[config.mk]
export PLATFORM = sky130hd
export DESIGN_NAME = i2c_addr_match
export DESIGN_NICKNAME = d
export VERILOG_FILES = /design/src/rtl/i2c_am_pkg.sv /design/src/rtl/i2c_am_sync.sv /design/src/rtl/i2c_am_cond.sv /design/src/rtl/i2c_am_ctrl.sv /design/src/rtl/i2c_addr_match.sv
export SDC_FILE = /design/constraint.sdc
export NUM_CORES = 1
export LEC_CHECK = 0
export BUFFER_PORTS_ARGS = -buffer_cell sky130_fd_sc_hd__buf_4
export CORE_ASPECT_RATIO = 0.7
export CORE_UTILIZATION = 58
export CTS_BUF_LIST = sky130_fd_sc_hd__clkbuf_8 sky130_fd_sc_hd__clkbuf_16
export DETAILED_ROUTE_END_ITERATION = 8
export MAX_ROUTING_LAYER = met4
export PLACE_DENSITY_LB_ADDON = 0.15
export SYNTH_ARGS = -nofsm -noshare
export SYNTH_HDL_FRONTEND = slang
export SYNTH_HIERARCHICAL = 1
export SYNTH_SLANG_ARGS = --single-unit
[constraint.sdc]
create_clock -name clk -period 6.1 [get_ports clk]
set_clock_uncertainty 0.2 [all_clocks]
set_input_delay 1.22 -clock clk [delete_from_list [all_inputs] [get_ports clk]]
set_output_delay 1.22 -clock clk [all_outputs]
set_load 0.01 [all_outputs]
[src/rtl/i2c_am_pkg.sv]
package i2c_am_pkg;
  typedef enum logic [2:0] {
    ST_IDLE,
    ST_ADDR,
    ST_ACK_WAIT,
    ST_ACK_LOW,
    ST_ACK_END,
    ST_HOLD,
    ST_SKIP
  } am_state_t;
endpackage

[src/rtl/i2c_am_sync.sv]
module i2c_am_sync #(
  parameter int LINES  = 2,
  parameter int STAGES = 2
) (
  input  logic             clk,
  input  logic             rst,
  input  logic [LINES-1:0] din,
  output logic [LINES-1:0] dout
);
  for (genvar g = 0; g < LINES; g++) begin : g_line
    logic [STAGES-1:0] chain;
    always_ff @(posedge clk) begin
      if (rst) chain <= '1;
      else     chain <= {chain[STAGES-2:0], din[g]};
    end
    assign dout[g] = chain[STAGES-1];
  end
endmodule

[src/rtl/i2c_am_cond.sv]
module i2c_am_cond (
  input  logic clk,
  input  logic rst,
  input  logic scl_s,
  input  logic sda_s,
  output logic start_evt,
  output logic stop_evt,
  output logic scl_rise,
  output logic scl_fall
);
  logic scl_q, sda_q;

  always_ff @(posedge clk) begin
    if (rst) begin
      scl_q <= 1'b1;
      sda_q <= 1'b1;
    end else begin
      scl_q <= scl_s;
      sda_q <= sda_s;
    end
  end

  always_comb begin
    start_evt = scl_s & scl_q & sda_q & ~sda_s;
    stop_evt  = scl_s & scl_q & ~sda_q & sda_s;
    scl_rise  = scl_s & ~scl_q;
    scl_fall  = ~scl_s & scl_q;
  end
endmodule

[src/rtl/i2c_am_ctrl.sv]
module i2c_am_ctrl
  import i2c_am_pkg::*;
#(
  parameter int          ADDR_W  = 7,
  parameter logic [31:0] GC_ADDR = 32'd0
) (
  input  logic              clk,
  input  logic              rst,
  input  logic              en,
  input  logic [ADDR_W-1:0] own_addr,
  input  logic              sda_s,
  input  logic              start_evt,
  input  logic              stop_evt,
  input  logic              scl_rise,
  input  logic              scl_fall,
  output logic              sda_oe,
  output logic              addressed,
  output logic              slv_tx,
  output logic              gc_flag,
  output logic              match_stb
);
  localparam int                CNT_W   = $clog2(ADDR_W + 1);
  localparam logic [CNT_W-1:0]  LAST    = CNT_W'(ADDR_W);
  localparam logic [ADDR_W-1:0] GC_CODE = GC_ADDR[ADDR_W-1:0];

  am_state_t         state;
  logic [CNT_W-1:0]  bit_cnt;
  logic [ADDR_W-1:0] shreg;
  logic              hit_own, hit_gc;

  always_comb begin
    hit_own = (shreg == own_addr);
    hit_gc  = (shreg == GC_CODE);
  end

  always_ff @(posedge clk) begin
    if (rst || !en) begin
      state     <= ST_IDLE;
      bit_cnt   <= '0;
      shreg     <= '0;
      sda_oe    <= 1'b0;
      addressed <= 1'b0;
      slv_tx    <= 1'b0;
      gc_flag   <= 1'b0;
      match_stb <= 1'b0;
    end else begin
      match_stb <= 1'b0;
      if (start_evt) begin
        state     <= ST_ADDR;
        bit_cnt   <= '0;
        sda_oe    <= 1'b0;
        addressed <= 1'b0;
        slv_tx    <= 1'b0;
        gc_flag   <= 1'b0;
      end else if (stop_evt) begin
        state     <= ST_IDLE;
        sda_oe    <= 1'b0;
        addressed <= 1'b0;
        slv_tx    <= 1'b0;
        gc_flag   <= 1'b0;
      end else begin
        unique case (state)
          ST_ADDR: if (scl_rise) begin
            if (bit_cnt == LAST) begin
              if (hit_own || hit_gc) begin
                state     <= ST_ACK_WAIT;
                addressed <= 1'b1;
                slv_tx    <= sda_s;
                gc_flag   <= hit_gc;
                match_stb <= 1'b1;
              end else begin
                state <= ST_SKIP;
              end
            end else begin
              shreg   <= {shreg[ADDR_W-2:0], sda_s};
              bit_cnt <= bit_cnt + 1'b1;
            end
          end
          ST_ACK_WAIT: if (scl_fall) begin
            sda_oe <= 1'b1;
            state  <= ST_ACK_LOW;
          end
          ST_ACK_LOW: if (scl_rise) state <= ST_ACK_END;
          ST_ACK_END: if (scl_fall) begin
            sda_oe <= 1'b0;
            state  <= ST_HOLD;
          end
          default: ;
        endcase
      end
    end
  end

  AST_DIS_NO_DRIVE: assert property (@(posedge clk) disable iff (rst)
    !en |=> (!sda_oe && !addressed));
  AST_START_CLEARS: assert property (@(posedge clk) disable iff (rst)
    (en && start_evt) |=> (!addressed && !sda_oe && !gc_flag));
  AST_STOP_CLEARS: assert property (@(posedge clk) disable iff (rst)
    (en && stop_evt) |=> (!addressed && !sda_oe && !slv_tx));
  AST_ACK_NEEDS_HIT: assert property (@(posedge clk) disable iff (rst)
    sda_oe |-> addressed);
  AST_TX_NEEDS_HIT: assert property (@(posedge clk) disable iff (rst)
    slv_tx |-> addressed);
  AST_GC_NEEDS_HIT: assert property (@(posedge clk) disable iff (rst)
    gc_flag |-> addressed);
  AST_STB_SINGLE: assert property (@(posedge clk) disable iff (rst)
    match_stb |=> !match_stb);
  AST_STB_ON_RISE: assert property (@(posedge clk) disable iff (rst)
    match_stb |-> $rose(addressed));
endmodule

[src/rtl/i2c_addr_match.sv]
module i2c_addr_match #(
  parameter int          ADDR_W      = 7,
  parameter int          SYNC_STAGES = 2,
  parameter logic [31:0] GC_ADDR     = 32'd0
) (
  input  logic              clk,
  input  logic              rst,
  input  logic              en,
  input  logic              scl_i,
  input  logic              sda_i,
  input  logic [ADDR_W-1:0] own_addr,
  output logic              sda_oe,
  output logic              addressed,
  output logic              slv_tx,
  output logic              gc_flag,
  output logic              match_stb
);
  logic [1:0] bus_s;
  logic       start_evt, stop_evt, scl_rise, scl_fall;

  i2c_am_sync #(.LINES(2), .STAGES(SYNC_STAGES)) u_sync (
    .clk  (clk),
    .rst  (rst),
    .din  ({scl_i, sda_i}),
    .dout (bus_s)
  );

  i2c_am_cond u_cond (
    .clk       (clk),
    .rst       (rst),
    .scl_s     (bus_s[1]),
    .sda_s     (bus_s[0]),
    .start_evt (start_evt),
    .stop_evt  (stop_evt),
    .scl_rise  (scl_rise),
    .scl_fall  (scl_fall)
  );

  i2c_am_ctrl #(.ADDR_W(ADDR_W), .GC_ADDR(GC_ADDR)) u_ctrl (
    .clk       (clk),
    .rst       (rst),
    .en        (en),
    .own_addr  (own_addr),
    .sda_s     (bus_s[0]),
    .start_evt (start_evt),
    .stop_evt  (stop_evt),
    .scl_rise  (scl_rise),
    .scl_fall  (scl_fall),
    .sda_oe    (sda_oe),
    .addressed (addressed),
    .slv_tx    (slv_tx),
    .gc_flag   (gc_flag),
    .match_stb (match_stb)
  );
endmodule

# --- Yosys cells after proc, flatten, opt, wreduce, memory -nomap -nowiden ---
# Cells that the tools add are included.
classes:
  n_addsub: 1
  n_eq_ne: 16
  n_mux: 13
  bitwise: 16
  n_reduce_logical: 16
ops:
  columns: ["op", "count"]
  rows:
  - ["2-to-1 mux 3 bit", 6]
  - ["inequality test 4 bit, second input constant", 4]
  - ["one-hot mux 3 bit (4 select lines)", 1]
  - ["AND reduction 6 bit", 2]
  - ["inverter 1 bit", 9]
  - ["inequality test 2 bit, second input constant", 4]
  - ["AND reduction 4 bit", 2]
  - ["bitwise AND 1 bit", 7]
  - ["equality test 7 bit", 1]
  - ["zero test 7 bit", 1]
  - ["equality test 3 x 2 -> 1 bit, second input constant", 2]
  - ["equality test 3 bit, second input constant", 2]
  - ["nonzero test 6 bit", 1]
  - ["OR reduction 6 bit", 1]
  - ["2-to-1 mux 1 bit", 5]
  - ["AND reduction 5 bit", 1]
  - ["inequality test 4 x 3 -> 1 bit, second input constant", 1]
  - ["nonzero test 4 bit", 1]
  - ["adder 3 x 1 -> 3 bit, second input constant", 1]
  - ["equality test 3 x 1 -> 1 bit, second input constant", 1]
  - ["AND reduction 3 bit", 1]
  - ["OR reduction 3 bit", 1]
  - ["logical OR 1 bit", 2]
  - ["inequality test 2 x 1 -> 1 bit, second input constant", 1]
  - ["other kinds (4)", 4]
totals:
  regBits: 24
  input_bits: 12
  out_inout_bits: 5
  elab_cells: 75

# --- Longest topological paths before layout ---
depth:
  word_depth: 8
  depth_mapped: 7
  mapped_depth_nobuf: 6

# --- Modules after synthesis ---
# Netlist, hierarchy kept.
by_module_without_submodules:
  columns: ["module", "instances", "cells_each", "area_per_inst_um2", "seq_area_each_um2"]
  rows:
  - ["i2c_am_ctrl", 1, 97, 903.4, 360.3]
  - ["i2c_am_sync", 1, 10, 120.1, 80.1]
  - ["i2c_am_cond", 1, 8, 85.1, 40.0]

# --- Worst setup path after synthesis ---
# No wires, ideal clock.
synth_path:
  path_kind: "in2reg"
  from: "input rst"
  to: "register u_ctrl.slv_tx"
  setup_ns: 0.079
  arrival_ns: 2.316
  path_slack_ns: 3.505
  cell_stages: 4
  path_cell_list: "or4b_1 > clkbuf_1 > a2111o_1 > o211ai_1"
synth_via:
  elab_chain_len: 2
synth_lines:
  columns: ["element", "line", "source"]
  rows:
  - ["from (decl)", "i2c_addr_match.sv:7", "input logic rst,"]
  - ["logical OR 1 bit", "i2c_am_ctrl.sv:37", "if (rst || !en) begin"]
  - ["OR reduction 3 bit (no line)", null, null]
  - ["to (signal assigned)", "i2c_am_ctrl.sv:68", "slv_tx <= sda_s;"]
  - ["to (decl)", "i2c_am_ctrl.sv:18", "output logic slv_tx,"]
# Every way passes these cells.
# A chain may end at the register's enable or synchronous reset.

# --- Final worst setup path ---
# Same ends and word-level chain as after synthesis.

==> results.json <==
{
  "crit_chain": "buf_4 -> or4b_1 -> a211oi_1 -> a41oi_1 -> o211ai_1",
  "start_util": 0.659,
  "postRouteAntennaNets": 0,
  "switching_share": 0.182,
  "drive_above_1_share": 0.192,
  "period_minus_slack_ps": 2590,
  "synthCells": 115,
  "core_area_mm2": 0.00168,
  "worstSetupPathType": "primary input to flip-flop",
  "syn2layout_area_growth_pct": 17.2,
  "p_int_w": 0.000254,
  "grt-ovfl-total": 0,
  "pin_count": 17,
  "ir_drop_uv": 235,
  "placed_area_mm2": 0.00123,
  "report.final.slew_viol_count": 0,
  "grtUsageMet3": 0.0784,
  "cts_tree": "built",
  "clk_pin_slew_ps": 80,
  "tns_ps": 0,
  "yosysTopAreaCellShare": 0.433,
  "tightestPinTransition_ps": 517,
  "clockRootBuffer": "clkbuf_8",
  "crit_buf_inv": 1,
  "path_depth": 5,
  "htreeDepth": 1,
  "fin_nets": 145,
  "drc": 0,
  "cp_data_required_time_ps": 6080,
  "ff_latch_area_um2": 480,
  "place_congestion": 0.754,
  "rsz0062_at_grt": "no",
  "synthDistinctLibCells": 35,
  "p_sw_w": 0.0000566,
  "finalSetupViolations": 0,
  "worstReg2RegEnd": "u_ctrl/slv_tx",
  "final_cell_mix": "dfxtp_1, buf_4, xor2_1, nor2_1, mux2i_1",
  "max_slew_margin": 0.652,
  "antenna_found_initial": 0,
  "grt_pass1_vias": 795,
  "port_buffers": 16,
  "cp-startpoint": "rst",
  "synth.area.top_cells": "dfxtp_1, mux2i_1, xor2_1",
  "fin_area_mm2": 0.00130,
  "cts_buffer_depth": 2,
  "rr_startpoint": "u_sync/g_line[0].chain[1]",
  "syn_avg_cell_area_um2": 9.64,
  "wl_um": 2090,
  "multi_input_area_um2": 589,
  "cts_hold_buf": 0,
  "dp_slack_ps": 3290,
  "gr-usage-met2": 0.396,
  "die_area_mm2": 0.00209,
  "setup_ws_ps": 3510,
  "cts-resized-gates": 0,
  "clk-insertion-delay-late_ps": 260,
  "crit_family": "simple AND/OR/NAND/NOR gates",
  "rows": 12,
  "max_freq_mhz": 385,
  "cp_slowest_cell": "or4b_1",
  "syn_nets": 129,
  "cts_setup_buffers": 0,
  "track_usage": 0.246,
  "crit_end": "u_ctrl/slv_tx",
  "grt_pass1_wl_um": 3390,
  "grt_max_degree": 15,
  "p_leak_nw": 0.528,
  "cpPeakStageDelay_ps": 690,
  "cts.sinks": 24,
  "yosysSeqAreaShare": 0.433,
  "grt_use_met1": 0.291,
  "hp-class": "flip-flop to flip-flop",
  "power_density_mw_per_mm2": 239,
  "dieWidth_um": 54.3,
  "drt_iter0_drc": 19,
  "busiest_layer": "met2",
  "n_fill_cell": 112,
  "drtPass1Iterations": 4,
  "hold_viol": 0,
  "pwr-share-clk": 0.438,
  "seqPwrFrac": 0.514,
  "worstSetupStartpointType": "primary input",
  "outcome": "finished clean",
  "post-route-util": 0.772,
  "yosysWarnings": 6,
  "cap_violations": 0,
  "vias": 869,
  "period_share": 0.425,
  "final_common_cell": "dfxtp_1",
  "vias_per_cell": 5.75,
  "p_comb_frac": 0.049,
  "synth_top_area_cell": "dfxtp_1",
  "n_antenna_cell": 0,
  "ys_seq_elements": 24,
  "syn_area_mm2": 0.00111,
  "fp.dieH_um": 38.6,
  "crit_fanout": 8,
  "reg2reg_depth": 5,
  "critPathArrivalTime_ps": 2580,
  "dp_hpwl_um": 1500,
  "wl_per_cell_um": 13.9,
  "crit_path_end_kind": "flip-flop",
  "reg2reg_slack_ps": 3900,
  "numCtsBuffers": 3
}
## synth_stat cells, drive strengths merged
cell and number:
clkbuf 2, a2111o 1, a41oi 1, o211ai 1, nor2 9, nand2b 1, xor2 9, ha 2
nand3b 1, or4b 1, nor2b 2, a21oi 7, dfxtp 24, and2 1, and4bb 1, nand2 6
nor3 8, or4 1, a31o 1, nor4 2, buf 3, nor3b 1, mux2i 9, or2 6
o31ai 1, or3 1, o21ai 2, inv 3, a211oi 1, and3 2, nand3 2, and4b 3
## flip-flops by register name (all words and copies together) (netlist names)
| register | count |
|---|---|
| u_ctrl/shreg | 7 |
| u_cond/sda_q | 1 |
| u_ctrl/state | 3 |
| u_ctrl/gc_flag | 1 |
| u_ctrl/addressed | 1 |
| u_sync/g_line.chain | 4 |
| u_cond/scl_q | 1 |
| u_ctrl/match_stb | 1 |
| u_ctrl/sda_oe | 1 |
| u_ctrl/bit_cnt | 3 |
| u_ctrl/slv_tx | 1 |
## cells by family (layout without fill, tap and decap cells)
group	count (synthesis)	in the layout	synth area share
buffers and inverters	8	23	0.0350
muxes	9	9	0.0813
and+or+nand+nor	48	48	0.270
DFF	24	24	0.433
xor gates and xnor gates	9	9	0.0711
AOI/OAI and AO/OA	15	15	0.0869
adders and majority gates	2	2	0.0226
## area by class of cell
cell class	instances	area share
clock inverter	1	0.0231
multi-input combinational	83	0.454
tap	21	0.0202
timing repair buffer	16	0.0925
sequential	24	0.370
clock buffer	3	0.0318
inverter	3	0.00867
## power groups by stage
stage | registers [W] | logic (W) | clock network, W
finish | 0.000159 | 0.0000151 | 0.000136
global placement | 0.000163 | 0.0000144 | 0
detailed placement | 0.000163 | 0.0000149 | 0
CTS | 0.000159 | 0.0000151 | 0.000138
global route | 0.000160 | 0.0000165 | 0.000144
floorplan | 0.000162 | 0.00000848 | 0
## worst min-delay path by stage
stage                     slack, ps  cells after the start                 startpoint                        end
after global placement          190                      1  u_sync/g_line[0].chain[0]  u_sync/g_line[0].chain[1]
after floorplan                 180                      1  u_sync/g_line[0].chain[0]  u_sync/g_line[0].chain[1]
after detailed placement        190                      1  u_sync/g_line[1].chain[0]  u_sync/g_line[1].chain[1]
after global routing            220                      1  u_sync/g_line[0].chain[0]  u_sync/g_line[0].chain[1]
after CTS                       210                      1  u_sync/g_line[1].chain[0]  u_sync/g_line[1].chain[1]
final                           210                      1  u_sync/g_line[1].chain[0]  u_sync/g_line[1].chain[1]
## metal layers
| metal | vias up | wire length, µm |
|---|---|---|
| met5 | - | 0 |
| met4 | 0 | 29 |
| met3 | 4 | 123 |
| met2 | 36 | 931 |
| met1 | 392 | 1010 |
| li1 | 437 | - |
## worst reg2reg max path: stages (launching register included)
cell and delay (ps):
dfxtp_1 420, and4b_1 300, or4b_1 660, a211oi_1 320, a41oi_1 80, o211ai_1 130
## per-stage QoR
step	hold WS, ps	power, W	std cells
after floorplan	183	0.000171	115
after global placement	186	0.000177	147
after detailed placement	188	0.000178	147
after CTS	208	0.000312	151
after global routing	220	0.000320	151
final	207	0.000310	151
No activity file was read; power rests on OpenSTA's default activity.
